--- config.mk ---
export PLATFORM = sky130hd
export DESIGN_NAME = softrst_gate_ctl
export DESIGN_NICKNAME = d
export VERILOG_FILES = /design/src/rtl/sgc_pkg.sv /design/src/rtl/sgc_rst_sync.sv /design/src/rtl/sgc_alias_decode.sv /design/src/rtl/sgc_hold_seq.sv /design/src/rtl/softrst_gate_ctl.sv
export SDC_FILE = /design/constraint.sdc
export NUM_CORES = 1
export LEC_CHECK = 0
export BUFFER_PORTS_ARGS = -buffer_cell sky130_fd_sc_hd__buf_4
export CORE_UTILIZATION = 37
export DETAILED_ROUTE_END_ITERATION = 12
export PLACE_DENSITY = 0.91
export SLEW_MARGIN = 20
export SYNTH_ARGS = -nofsm -noshare
export SYNTH_HDL_FRONTEND = slang
export SYNTH_SLANG_ARGS = --single-unit
--- constraint.sdc ---
create_clock -name clk -period 1.13 [get_ports clk]
set_clock_uncertainty 0.05 [all_clocks]
set_input_delay 0.0565 -clock clk [delete_from_list [all_inputs] [get_ports clk]]
set_output_delay 0.0565 -clock clk [all_outputs]
set_load 0.02 [all_outputs]
--- src/rtl/sgc_pkg.sv ---
package sgc_pkg;
  typedef enum logic [1:0] {
    SEL_PLAIN = 2'd0,
    SEL_SET   = 2'd1,
    SEL_CLR   = 2'd2,
    SEL_RSVD  = 2'd3
  } wsel_e;
endpackage

--- src/rtl/sgc_rst_sync.sv ---
module sgc_rst_sync #(
  parameter int STAGES = 2
) (
  input  logic clk,
  input  logic rst_n,
  output logic rst_sync_n
);
  logic [STAGES-1:0] chain_q;
  logic [STAGES-1:0] chain_nxt;

  always_comb begin
    chain_nxt = {chain_q[STAGES-2:0], 1'b1};
  end

  always_ff @(posedge clk or negedge rst_n) begin
    if (!rst_n) chain_q <= '0;
    else        chain_q <= chain_nxt;
  end

  assign rst_sync_n = chain_q[STAGES-1];
endmodule

--- src/rtl/sgc_alias_decode.sv ---
module sgc_alias_decode
  import sgc_pkg::*;
#(
  parameter int NF = 2
) (
  input  logic          wr_en,
  input  logic [1:0]    wr_sel,
  input  logic [NF-1:0] wr_bits,
  input  logic [NF-1:0] cur,
  output logic [NF-1:0] sw_val,
  output logic          wr_hit
);
  wsel_e sel;
  assign sel = wsel_e'(wr_sel);

  always_comb begin
    wr_hit = wr_en && (sel != SEL_RSVD);
  end

  for (genvar i = 0; i < NF; i++) begin : g_field
    always_comb begin
      sw_val[i] = cur[i];
      if (wr_en) begin
        unique case (sel)
          SEL_PLAIN: sw_val[i] = wr_bits[i];
          SEL_SET:   sw_val[i] = cur[i] | wr_bits[i];
          SEL_CLR:   sw_val[i] = cur[i] & ~wr_bits[i];
          default:   sw_val[i] = cur[i];
        endcase
      end
    end
  end
endmodule

--- src/rtl/sgc_hold_seq.sv ---
module sgc_hold_seq #(
  parameter int HOLD_CYCLES = 4
) (
  input  logic clk,
  input  logic rst_n,
  input  logic srst_q,
  output logic hw_gate_set
);
  localparam int CW = $clog2(HOLD_CYCLES + 1);
  localparam logic [CW-1:0] CNT_MAX  = CW'(HOLD_CYCLES);
  localparam logic [CW-1:0] CNT_FIRE = CW'(HOLD_CYCLES - 1);

  logic [CW-1:0] cnt_q;
  logic [CW-1:0] cnt_nxt;
  logic          cnt_en;

  always_comb begin
    if (!srst_q)              cnt_nxt = '0;
    else if (cnt_q != CNT_MAX) cnt_nxt = cnt_q + 1'b1;
    else                      cnt_nxt = cnt_q;
    cnt_en      = (cnt_nxt != cnt_q);
    hw_gate_set = srst_q && (cnt_q == CNT_FIRE);
  end

  always_ff @(posedge clk or negedge rst_n) begin
    if (!rst_n)      cnt_q <= '0;
    else if (cnt_en) cnt_q <= cnt_nxt;
  end
endmodule

--- src/rtl/softrst_gate_ctl.sv ---
module softrst_gate_ctl #(
  parameter int DATA_W      = 32,
  parameter int SRST_POS    = 31,
  parameter int GATE_POS    = 30,
  parameter int HOLD_CYCLES = 4,
  parameter int SYNC_STAGES = 2
) (
  input  logic              clk,
  input  logic              rst_n,
  input  logic              wr_en,
  input  logic [1:0]        wr_sel,
  input  logic [DATA_W-1:0] wr_data,
  output logic [DATA_W-1:0] ctrl_rd,
  output logic              blk_rst_n,
  output logic              blk_clk_en
);
  localparam int NF    = 2;
  localparam int F_SRST = 1;
  localparam int F_GATE = 0;

  logic rst_int_n;
  logic srst_q, gate_q;
  logic srst_nxt, gate_nxt;
  logic reg_en;
  logic hw_gate_set;
  logic wr_hit;
  logic [NF-1:0] wr_bits, cur, sw_val;
  logic unused_wr_bits;

  sgc_rst_sync #(.STAGES(SYNC_STAGES)) u_sync (
    .clk        (clk),
    .rst_n      (rst_n),
    .rst_sync_n (rst_int_n)
  );

  assign wr_bits        = {wr_data[SRST_POS], wr_data[GATE_POS]};
  assign cur            = {srst_q, gate_q};
  assign unused_wr_bits = ^wr_data;

  sgc_alias_decode #(.NF(NF)) u_dec (
    .wr_en   (wr_en),
    .wr_sel  (wr_sel),
    .wr_bits (wr_bits),
    .cur     (cur),
    .sw_val  (sw_val),
    .wr_hit  (wr_hit)
  );

  sgc_hold_seq #(.HOLD_CYCLES(HOLD_CYCLES)) u_seq (
    .clk         (clk),
    .rst_n       (rst_int_n),
    .srst_q      (srst_q),
    .hw_gate_set (hw_gate_set)
  );

  always_comb begin
    srst_nxt = sw_val[F_SRST];
    if (srst_q) gate_nxt = gate_q | sw_val[F_GATE] | hw_gate_set;
    else        gate_nxt = sw_val[F_GATE] | hw_gate_set;
    reg_en = wr_hit | hw_gate_set;
  end

  always_ff @(posedge clk or negedge rst_int_n) begin
    if (!rst_int_n) begin
      srst_q <= 1'b0;
      gate_q <= 1'b0;
    end else if (reg_en) begin
      srst_q <= srst_nxt;
      gate_q <= gate_nxt;
    end
  end

  always_comb begin
    ctrl_rd           = '0;
    ctrl_rd[SRST_POS] = srst_q;
    ctrl_rd[GATE_POS] = gate_q;
    blk_rst_n         = ~srst_q;
    blk_clk_en        = ~gate_q;
  end
endmodule

# After elaboration in Yosys (flattened, before gate mapping)
# Index checks and enable logic that the tools add are counted.
# Widths: inputs -> output; s select.
[totals]
out_inout_bits = 34
word_cells = 34
in_bits = 37
ff_bits = 7
[classes]
eq_ne = 6
n_bitwise = 12
n_mux = 6
n_reduce_logical = 5
add_sub_neg = 1
[ops]
columns = ["op", "count"]
rows = [
  ["$mux 3", 2],
  ["$or 1x1->1", 6],
  ["$pmux 1 s3", 2],
  ["$not 1->1", 4],
  ["$add 3x1->3 const B", 1],
  ["$eq 3x2->1 const B", 1],
  ["$ne 3x3->1", 1],
  ["$ne 3x3->1 const B", 1],
  ["$reduce_and 3->1", 1],
  ["$reduce_bool 3->1", 1],
  ["$and 1x1->1", 2],
  ["$eq 2x1->1 const B", 1],
  ["$eq 2x2->1 const B", 1],
  ["$logic_and 1x1->1", 2],
  ["$logic_not 2->1", 1],
  ["$mux 1", 2],
  ["$ne 2x2->1 const B", 1],
]

# Depth between registers and ports, before layout
# Gate-level depths: netlist (run 1).
[logic_depth]
depth_word = 7
mapped_depth = 5
mapped_depth_nobuf = 5

# Cells and area by module
# A second synthesis (run 1) with hierarchy kept.
[hier_totals]
hier_cells = 71
hier_area_um2 = 620.6
[modules_own_cells]
columns = ["module", "area_per_inst_um2", "seq_area_each_um2", "n_inst", "cells_each"]
rows = [
  ["softrst_gate_ctl", 330.3, 50.0, 1, 42],
  ["sgc_hold_seq", 182.7, 75.1, 1, 18],
  ["sgc_alias_decode", 53.8, 0.0, 1, 8],
  ["sgc_rst_sync", 53.8, 50.0, 1, 3],
]

# Worst setup path before layout (run 1)
# OpenSTA, ideal clock, no wires.
[synth_timing]
kind = "register to register"
startpoint = "register srst_q"
endpoint = "register srst_q"
path_stages_with_launch = 4
n_path_buf = 0
arrival_ps = 989
setup_ps = 127
setup_slack_ps = -35
synth_period_minus_slack_ps = 1165
t_required_ps = 953
path_cell_list = "dfrtp_1 > inv_1 > nor3_1 > a221o_2"
[synth_between]
elab_chain_len = 3
word_cells_on_any_way = 6
cone_classes = "mux: 1; bitwise: 3; reduce/logical: 2"
[synth_lines]
columns = ["element", "line_no", "rtl"]
rows = [
  ["start: declaration", "softrst_gate_ctl.sv:22", "logic srst_q, gate_q;"],
  ["start signal: assignment", "softrst_gate_ctl.sv:68", "srst_q <= srst_nxt;"],
  ["$logic_and 1x1->1", "sgc_hold_seq.sv:22", "hw_gate_set = srst_q && (cnt_q == CNT_FIRE);"],
  ["$or 1x1->1", "softrst_gate_ctl.sv:60", "reg_en = wr_hit | hw_gate_set;"],
  ["$reduce_and 3->1 (no source line)", "n/a", ""],
]
# Parallel ways exist; a longest one is shown, timed or not.
# A chain may end at the register's enable or synchronous reset.

# Worst setup path in the final report (run 1)
[layout_timing]
startpoint = "register u_seq.cnt_q[0]"
endpoint = "register gate_q"
[layout_between]
elab_chain_len = 4
word_cells_on_any_way = 6
cone_classes = "eq/ne: 1; mux: 1; bitwise: 3; reduce/logical: 1"
[layout_lines]
columns = ["element", "line_no", "rtl"]
rows = [
  ["start: declaration", "sgc_hold_seq.sv:13", "logic [CW-1:0] cnt_q;"],
  ["start signal: assignment", "sgc_hold_seq.sv:27", "else if (cnt_en) cnt_q <= cnt_nxt;"],
  ["$eq 3x2->1 (*)", "sgc_hold_seq.sv:22", ""],
  ["$logic_and 1x1->1 (*)", "sgc_hold_seq.sv:22", ""],
  ["$or 1x1->1 (on tied branches)", "softrst_gate_ctl.sv:59, softrst_gate_ctl.sv:58", ""],
  ["$mux 1", "softrst_gate_ctl.sv:58", "if (srst_q) gate_nxt = gate_q | sw_val[F_GATE] | hw_gate_set;"],
  ["end signal: assignment", "softrst_gate_ctl.sv:69", "gate_q <= gate_nxt;"],
  ["end: declaration", "softrst_gate_ctl.sv:22", ""],
]
# Every way passes the cells marked *; elsewhere a longest branch is shown, timed or not.

==> flow_metrics.py, run 1 <==
metrics = {
    "logic_synthesis": {
        "synth-seq-area-share_pct": 26.2,
        "synth_compound_area_share_pct": 10.5,
        "yosys_most_used_dff": "dfrtp_1",
        "synth.top_cell.area_share_pct": 36.0,
        "synth-edff-count": 0,
        "synth.avg_cell_area_um2": 9.15,
        "synthAdderAreaFrac_pct": 13.1,
        "syn_area_um2": 668,
        "synth_top_family_by_area": "buffers and inverters",
        "synth_cells": 73,
        "synth-simple-area-share_pct": 6.55,
        "synth.area.mux_share_pct": 1.50,
        "netlist-cell-type-count": 17,
        "async_reset_ff_share_pct": 100,
        "synth.area.top_cells": "buf_4, dfrtp_1, ha_1",
        "synth.most_common_cell": "buf_4",
        "synth_common_cells": "buf_4, inv_1, dfrtp_1, ha_1, a21oi_1",
        "ys_warn_count": 0,
        "yosysTopAreaCell": "buf_4",
        "ys_ff_latch": 7,
        "synth_xor_area_share_pct": 0,
    },
    "floorplan": {
        "dieArea_um2": 1980,
        "start_util_pct": 41.9,
        "fp.dieH_um": 44.5,
        "ios": 71,
        "num_rows": 14,
        "die_w_um": 44.5,
        "core_um2": 1590,
    },
    "critical_path": {
        "cpPeakStageDelay_ns": 0.41,
        "required_ns": 1.21,
        "cp_num_buf_inv": 0,
        "path_max_fanout": 3,
        "path_class": "reg2reg",
        "cp.arrival_ns": 1.23,
        "crit_family": "flip-flops",
        "critPathSlowestCell": "dfrtp_1",
        "start_kind": "register",
        "path_cells": "ha_2, ha_4, a21oi_2, o22ai_1",
        "cp-end-kind": "register",
    },
    "timing": {
        "slew_viol_final": 0,
        "min_period_ns": 1.15,
        "grt_setup_unrepaired": "true",
        "setup_ws_ns": -0.0239,
        "setup_violations": 2,
        "period_share_pct": 102,
        "fmax_ghz": 0.867,
        "holdWs_ns": 0.0201,
        "tns_ns": -0.0328,
        "finalHoldViolCount": 0,
    },
    "clock_tree": {
        "cts_sinks": 7,
        "clockBufferDepth": 2,
        "cts_buffers": 3,
        "cts_tree": "built",
        "cts_root_buffer": "clkbuf_4",
        "clk-insertion-delay-late_ns": 0.25,
        "clk_pin_slew_worst_paths_ns": 0.05,
        "h-tree-depth": 1,
    },
    "power_and_ir_drop": {
        "p_per_area_nw_per_um2": 1270,
        "p_leak_nw": 0.410,
        "irDropWorstVdd_mv": 0.839,
    },
    "global_routing": {
        "grt_pass1_wl_um": 1610,
        "antenna_found_initial": 0,
        "grt_overflow_total": 0,
        "grt_pass1_vias": 415,
        "grt_max_degree": 6,
        "track_usage_pct": 11.8,
    },
    "run": {
        "max_cap_viol_count": 0,
    },
    "min_path": {
        "min_path_type": "reg2async",
    },
    "final_layout": {
        "nets": 136,
        "antennaDiodeCount": 0,
        "syn2layout_area_growth_pct": 14.4,
        "drive_gt1_share_pct": 33.0,
        "nFillCells": 138,
        "finalNonFillerCells": 115,
        "final_core_util_pct": 48.0,
    },
    "place": {
        "hpwl_um": 736,
        "pre_cts_ws_ns": -0.0513,
        "dp.cells": 106,
        "io_buffers": 10,
        "gp_congestion": 0.778,
    },
    "run_status": {
        "violations": "negative setup slack",
        "outcome": "complete, but fails checks",
    },
    "detailed_routing": {
        "drc": 0,
        "drtAntennaViolNets": 0,
        "drt-pass1-iter-count": 3,
        "drt_iter0_drc": 6,
        "vias": 435,
        "detail_route.wl_per_cell_um": 8.73,
        "vias_per_cell": 3.78,
        "wirelength_um": 1000,
    },
}
## cells by family (layout without fill, tap and decap cells)
kind of cell,count (synthesis),in the layout
mux,1,1
compound gates,8,8
other cells,2,31
simple gates,7,7
buf+inv,41,30
flops,7,7
fa+ha+maj,7,7
## cell usage in the layout (no fill, tap or decap)
cell and count:
o21ai_0 2, a221o_2 1, nor3_1 1, nand2_2 1, buf_6 1, inv_1 6
clkbuf_4 3, mux2i_1 1, dfrtp_1 6, conb_1 31, nand2_1 1, a21oi_2 1
nand3b_1 1, a21oi_1 2, dfrtp_2 1, o22ai_1 1, inv_2 3, nand2b_4 1
dlygate4sd3_1 2, nor2_1 1, ha_2 1, clkbuf_1 1, and3_1 1, ha_4 2
buf_4 14, a2111oi_4 1, ha_1 4
## layer usage
layer	up-vias	GRT usage [%]	wire length, µm
li1	203	-	-
met1	195	10.6	352
met2	31	20.9	537
met3	6	4.90	82
met4	0	8.48	31
met5	-	0	0
## worst reg2reg max path, delay by kind of cell, from the launching register on
kind / cells / cell delay (ns)
adder cells (fa/ha/maj): 2 / 0.35
flip-flops: 1 / 0.41
AO/OA/AOI/OAI: 2 / 0.21
## path summary, 6_finish.rpt
| kind | depth (start not counted) | end | slack, ns | from |
|---|---|---|---|---|
| min in group clk | 3 | gate_q | 0.05 | wr_data[30] |
| max in group asynchronous | 0 | srst_q | 0.82 | u_sync.chain_q[1] |
| max | 4 | gate_q | -0.02 | u_seq.cnt_q[0] |
| max reg2reg | 4 | gate_q | -0.02 | u_seq.cnt_q[0] |
| min reg2reg | 0 | u_seq.cnt_q[0] | 0.02 | u_sync.chain_q[1] |
| min | 0 | u_seq.cnt_q[0] | 0.02 | u_sync.chain_q[1] |
## stage by stage
| stage | cell area, µm² | power, W |
|---|---|---|
| after floorplan | 777 | 0.000650 |
| after global placement | 657 | 0.000653 |
| after detailed placement | 657 | 0.000670 |
| after CTS | 731 | 0.000932 |
| after global routing | 764 | 0.00104 |
| final | 764 | 0.000973 |
## area by class of cell
class	count	area (µm²)	share of cell area, %
Clock buffer	4	26.3	3.44
Tap cell	24	30.0	3.93
Inverter	9	33.8	4.42
Timing Repair Buffer	17	136	17.8
Sequential cell	7	176	23.1
Multi-Input combinational cell	54	362	47.3
## registers in the layout, indices dropped and copies added (netlist names)
signal	flops
u_sync.chain_q	2
gate_q	1
u_seq.cnt_q	3
srst_q	1
## report_power, final
part,internal [W],switching (W)
combinational,0.000176,0.000245
clock,0.000135,0.0000904
sequential,0.000287,0.0000394
## repair_timing
item | 4_1_cts | 5_1_grt
hold buffers | 2 | 0
pin swaps | 3 | 1
buffers inserted | 2 | 1
resized for setup | 5 | 6
hold endpoints to repair | 3 | 0
setup endpoints to repair | 4 | 5
Note: power is estimated with default switching activity, not from simulation.
==> run 2, diff against run 1 <==
--- a/config.mk
+++ b/config.mk
@@ -6,9 +6,10 @@
 export NUM_CORES = 1
 export LEC_CHECK = 0
 export BUFFER_PORTS_ARGS = -buffer_cell sky130_fd_sc_hd__buf_4
-export CORE_UTILIZATION = 37
+export CORE_UTILIZATION = 34
 export DETAILED_ROUTE_END_ITERATION = 12
-export PLACE_DENSITY = 0.91
+export PLACE_DENSITY = 0.85
+export REMOVE_ABC_BUFFERS = 1
 export SLEW_MARGIN = 20
 export SYNTH_ARGS = -nofsm -noshare
 export SYNTH_HDL_FRONTEND = slang
==> constraint.sdc (replaced) <==
create_clock -name clk -period 1.3 [get_ports clk]
set_clock_uncertainty 0.05 [all_clocks]
set_input_delay 0.065 -clock clk [delete_from_list [all_inputs] [get_ports clk]]
set_output_delay 0.065 -clock clk [all_outputs]
set_load 0.02 [all_outputs]
==> run 2 against run 1 <==
Effect of this change:
- the flow now finishes without violations
- final cell count is 2.6% lower
- count of clock-buffer cells in the layout stayed put
- die area is 8.4% higher
- setup slack better by 0.14 ns
- global-route usage is 1.9 points lower
- utilization is 8.7 points lower
==> flow_metrics.py, run 2 (same netlist as run 1, synthesis figures left out) <==
metrics = {
    "timing": {
        "fmax_ghz": 0.841,
        "slew_viol_final": 0,
        "grt_setup_unrepaired": "false",
        "setup_violations": 0,
        "period_share_pct": 91.4,
        "finalHoldViolCount": 0,
        "min_period_ns": 1.19,
        "tns_ns": 0,
    },
    "floorplan": {
        "core_um2": 1780,
        "start_util_pct": 37.5,
        "dieArea_um2": 2150,
        "die_w_um": 46.3,
        "num_rows": 15,
        "fp.dieH_um": 46.3,
        "ios": 71,
    },
    "critical_path": {
        "start_kind": "register",
        "cp-end-kind": "register",
        "path_class": "reg2reg",
        "startpoint": "u_seq.cnt_q[0]",
        "cp.arrival_ns": 1.26,
        "path_max_fanout": 4,
        "rr_worst_depth": 4,
        "r2r-start": "u_seq.cnt_q[0]",
        "required_ns": 1.37,
    },
    "clock_tree": {
        "cts_root_buffer": "clkbuf_4",
        "cts_tree": "built",
        "cts_sinks": 7,
        "clk_pin_slew_worst_paths_ns": 0.05,
        "clockBufferDepth": 2,
        "cts_buffers": 3,
        "clk-insertion-delay-late_ns": 0.25,
        "h-tree-depth": 1,
    },
    "final_layout": {
        "final_core_util_pct": 39.2,
        "nets": 132,
        "top_register": "u_seq.cnt_q",
        "nFillCells": 169,
        "drive_gt1_share_pct": 20.7,
        "largest_reg_flops": 3,
        "syn2layout_area_growth_pct": 4.68,
        "mostFrequentLayoutCell": "conb_1",
        "antennaDiodeCount": 0,
        "largestRegisters": "u_seq.cnt_q x3, u_sync.chain_q x2",
        "final_cell_mix": "conb_1, buf_4, inv_1",
        "finalNonFillerCells": 112,
    },
    "run": {
        "max_cap_viol_count": 0,
    },
    "detailed_routing": {
        "vias": 418,
        "detail_route.wl_per_cell_um": 7.44,
        "drtAntennaViolNets": 0,
        "vias_per_cell": 3.73,
        "drc": 0,
        "drt-pass1-iter-count": 1,
        "drt_iter0_drc": 0,
        "wirelength_um": 833,
    },
    "global_routing": {
        "grt_overflow_total": 0,
        "grt_pass1_vias": 382,
        "grt_pass1_wl_um": 1460,
        "use_met3_pct": 2.35,
        "use_met1_pct": 8.37,
        "use_met2_pct": 19.2,
        "track_usage_pct": 9.85,
        "grt_max_degree": 6,
        "grt_busiest_layer": "met2",
        "antenna_found_initial": 0,
    },
    "place": {
        "dp.cells": 106,
        "io_buffers": 10,
        "hpwl_um": 702,
        "gp_congestion": 0.789,
    },
    "run_status": {
        "outcome": "finished, final reports clean",
    },
    "power_and_ir_drop": {
        "p_leak_nw": 0.389,
        "irDropWorstVdd_mv": 0.573,
        "p_per_area_nw_per_um2": 1110,
        "power_w": 0.000774,
    },
    "min_path": {
        "min_path_type": "reg2async",
    },
}
==> run 2: worst paths after layout <==
kind / endpoint / slack (ns)
worst max-delay path: gate_q / 0.11
worst min-delay path: u_seq.cnt_q[1] / 0.04
worst max register to register: gate_q / 0.11
worst min register to register: u_seq.cnt_q[1] / 0.04
max in group asynchronous: gate_q / 0.98
min in group clk: gate_q / 0.06
==> run 2: timing repair <==
item                                    in CTS  in global routing
resized for setup                            0                  1
setup buffers                                0                  0
endpoints found under the setup margin       0                  1
hold buffers                                 2                  0
hold endpoints to repair                     3                  0
==> run 2: per-stage QoR <==
step | hold slack (ns) | instance area, µm² | setup slack (ns)
final | 0.0356 | 699 | 0.111
after floorplan | -0.281 | 537 | 0.0352
after global placement | -0.203 | 651 | 0.145
after CTS | 0.0432 | 697 | 0.0869
after detailed placement | -0.201 | 651 | 0.0965
after global routing | 0.0522 | 699 | 0.0103
==> run 2: area by class of cell <==
| cell class | instances | area [µm²] | area share, % |
|---|---|---|---|
| Sequential cell | 7 | 175 | 25.0 |
| Multi-Input combinational cell | 54 | 330 | 47.2 |
| Inverter | 9 | 33.8 | 4.83 |
| Tap cell | 25 | 31.3 | 4.47 |
| Timing Repair Buffer | 13 | 103 | 14.7 |
| Clock buffer | 4 | 26.3 | 3.76 |
==> run 2: critical path: stages (launching register included) <==
cell,delay [ns]
dfrtp_1,0.41
ha_1,0.21
ha_1,0.17
a21oi_1,0.13
o22ai_1,0.09
==> run 2: per-layer routing <==
layer	share of wire (%)	up-vias
met4	1.7	0
met3	7.3	2
met5	0	-
met2	53	29
li1	-	193
met1	38	194
==> run 2: report_power, final <==
part	internal [W]	total (W)	leakage (nW)	switching [W]
logic	0.000107	0.000296	0.286	0.000189
clock network	0.000117	0.000203	0.0150	0.0000856
registers	0.000248	0.000275	0.0887	0.0000271
==> run 3, diff against run 2 <==
--- a/config.mk
+++ b/config.mk
@@ -6,11 +6,12 @@
 export NUM_CORES = 1
 export LEC_CHECK = 0
 export BUFFER_PORTS_ARGS = -buffer_cell sky130_fd_sc_hd__buf_4
-export CORE_UTILIZATION = 34
+export CORE_UTILIZATION = 33
 export DETAILED_ROUTE_END_ITERATION = 12
 export PLACE_DENSITY = 0.85
 export REMOVE_ABC_BUFFERS = 1
 export SLEW_MARGIN = 20
 export SYNTH_ARGS = -nofsm -noshare
 export SYNTH_HDL_FRONTEND = slang
+export SYNTH_HIERARCHICAL = 1
 export SYNTH_SLANG_ARGS = --single-unit
==> run 3 against run 2 <==
Effect of this change:
- the run now ends with negative setup slack left
- register-to-register slack worse by 0.11 ns
- final cell count is 1.8% lower
- sequential power is 8.4% higher
- total power is 14% higher
- clock power is 10% lower
- routed wire length is 7.8% higher
- critical path type unchanged
- largest power group unchanged
==> flow_metrics.py, run 3 <==
metrics = {
    "logic_synthesis": {
        "netlist-cell-type-count": 19,
        "synth.top_cell.area_share_pct": 38.7,
        "yosysTopAreaCell": "buf_4",
        "ys_ff_latch": 7,
        "synth.area.top_cells": "buf_4, dfrtp_1, ha_1",
        "synth.avg_cell_area_um2": 8.74,
        "synth-simple-area-share_pct": 8.47,
        "synth_cells": 71,
        "synth_xor_area_share_pct": 0,
        "synth-edff-count": 0,
        "async_reset_ff_share_pct": 100,
        "ys_warn_count": 6,
        "synth.most_common_cell": "buf_4",
        "synth_top_family_by_area": "buffers and inverters",
        "synth-seq-area-share_pct": 28.2,
        "synthAdderAreaFrac_pct": 6.05,
        "yosys_most_used_dff": "dfrtp_1",
        "syn_area_um2": 621,
        "synth_compound_area_share_pct": 12.1,
        "synth.area.mux_share_pct": 1.61,
        "synth_common_cells": "buf_4, dfrtp_1, inv_1",
    },
    "final_layout": {
        "mostFrequentLayoutCell": "conb_1",
        "final_cell_mix": "conb_1, buf_4, dfrtp_1",
        "drive_gt1_share_pct": 29.4,
        "finalNonFillerCells": 110,
        "final_area_um2": 687,
        "largestRegisters": "u_seq/cnt_q x3, u_sync/chain_q x2",
        "syn2layout_area_growth_pct": 10.7,
        "antennaDiodeCount": 0,
        "nets": 126,
        "largest_reg_flops": 3,
        "top_register": "u_seq/cnt_q",
        "nFillCells": 192,
    },
    "place": {
        "dp.cells": 105,
        "post_dp_cell_area_um2": 611,
        "io_buffers": 10,
        "hpwl_um": 693,
        "pre_cts_ws_ns": -0.0445,
        "gp_congestion": 0.593,
    },
    "global_routing": {
        "track_usage_pct": 9.61,
        "use_met2_pct": 17.7,
        "grt_pass1_wl_um": 1330,
        "grt_busiest_layer": "met2",
        "antenna_found_initial": 0,
        "grt_max_degree": 10,
        "use_met1_pct": 9.70,
        "use_met3_pct": 2.40,
        "grt_overflow_total": 0,
        "grt_pass1_vias": 345,
    },
    "timing": {
        "grt_setup_unrepaired": "true",
        "slew_viol_final": 0,
        "tns_ns": -0.000624,
        "fmax_ghz": 0.769,
        "holdWs_ns": 0.0219,
        "setup_violations": 1,
        "min_period_ns": 1.30,
        "relSlewSlack_pct": 44.1,
        "setup_ws_ns": -0.000624,
        "finalHoldViolCount": 0,
        "period_share_pct": 100,
        "tightest_slew_ns": 0.832,
    },
    "floorplan": {
        "dieArea_um2": 2060,
        "fp.dieH_um": 45.4,
        "ios": 71,
        "die_w_um": 45.4,
        "core_um2": 1750,
        "num_rows": 15,
        "start_util_pct": 35.6,
    },
    "run": {
        "max_cap_viol_count": 0,
    },
    "critical_path": {
        "path_class": "reg2reg",
        "start_kind": "register",
        "r2r-start": "u_seq/cnt_q[0]",
        "cp.arrival_ns": 1.34,
        "required_ns": 1.34,
        "cp-end-kind": "register",
        "startpoint": "u_seq/cnt_q[0]",
        "path_max_fanout": 3,
    },
    "run_status": {
        "outcome": "complete, but fails checks",
        "violations": "negative setup slack",
    },
    "detailed_routing": {
        "detail_route.wl_per_cell_um": 8.16,
        "vias": 390,
        "drtAntennaViolNets": 0,
        "drt_iter0_drc": 0,
        "drc": 0,
        "vias_per_cell": 3.55,
        "drt-pass1-iter-count": 1,
        "wirelength_um": 898,
    },
    "power_and_ir_drop": {
        "p_leak_nw": 0.362,
        "irDropWorstVdd_mv": 0.728,
        "p_per_area_nw_per_um2": 1290,
    },
    "clock_tree": {
        "clk_pin_slew_worst_paths_ns": 0.05,
        "clk-insertion-delay-late_ns": 0.24,
        "cts_setup_buffers": 0,
        "cts_sinks": 7,
        "clockBufferDepth": 2,
        "cts_tree": "built",
        "cts_root_buffer": "clkbuf_4",
        "cts_buffers": 3,
        "h-tree-depth": 1,
    },
    "min_path": {
        "min_path_type": "reg2async",
    },
}
[run 3: worst max-delay path, stage by stage (launching register included)]
cell and delay, ns:
dfrtp_1 0.38, ha_2 0.18, ha_2 0.15, and2_4 0.17, o21ai_4 0.13, o31ai_2 0.09
[run 3: path summary, 6_finish.rpt]
kind / to / cells after the start / slack (ns)
max in group asynchronous: u_seq/cnt_q[0] / 0 / 1.01
min in group clk: gate_q / 4 / 0.17
worst max-delay path: srst_q / 5 / -0.0006
worst max register to register: srst_q / 5 / -0.0006
worst min-delay path: u_seq/cnt_q[2] / 0 / 0.02
worst min register to register: u_seq/cnt_q[2] / 0 / 0.02
[run 3: what timing repair did]
item,in CTS,in global routing
resized for setup,5,8
pin swaps,1,1
endpoints found under the setup margin,2,4
hold buffers,1,0
cloned,0,0
endpoints found under the hold margin,2,0
[run 3: per-stage QoR]
stage	total power [W]	utilization [%]
2_1_floorplan	0.000518	-
3_3_place_gp	0.000634	35.0
3_5_place_dp	0.000652	35.0
4_1_cts	0.000857	37.7
5_1_grt	0.000965	39.4
6_report	0.000885	39.4
[run 3: where the power goes]
group / internal (W) / total (W) / switching, W
clock: 0.000116 / 0.000182 / 0.0000660
sequential: 0.000257 / 0.000298 / 0.0000404
combinational: 0.000167 / 0.000406 / 0.000239
total: 0.000540 / 0.000885 / 0.000345
[run 3: layout make-up]
cell class,count,area (µm²),share of cell area (%)
Tap cell,25,31.3,4.55
Multi-Input combinational cell,55,332,48.3
Sequential cell,7,175,25.5
Inverter,6,22.5,3.28
Clock buffer,4,26.3,3.83
Timing Repair Buffer,13,100,14.6
[run 3: metal layers]
layer / wire, µm / vias to the layer above / share of wire, %
met5: 0 / - / 0
met4: 0 / 0 / 0
met3: 57 / 0 / 6.3
met2: 491 / 25 / 55
met1: 350 / 176 / 39
li1: - / 189 / -
[run 3: cells by family (layout without fill, tap and decap cells)]
kind of cell	count (synthesis)	count (layout)
buffers and inverters	38	23
AO/OA/AOI/OAI	11	11
AND/OR/NAND/NOR	9	9
flip-flops	7	7
adder cells (fa/ha/maj)	3	3
other	2	31
multiplexers	1	1
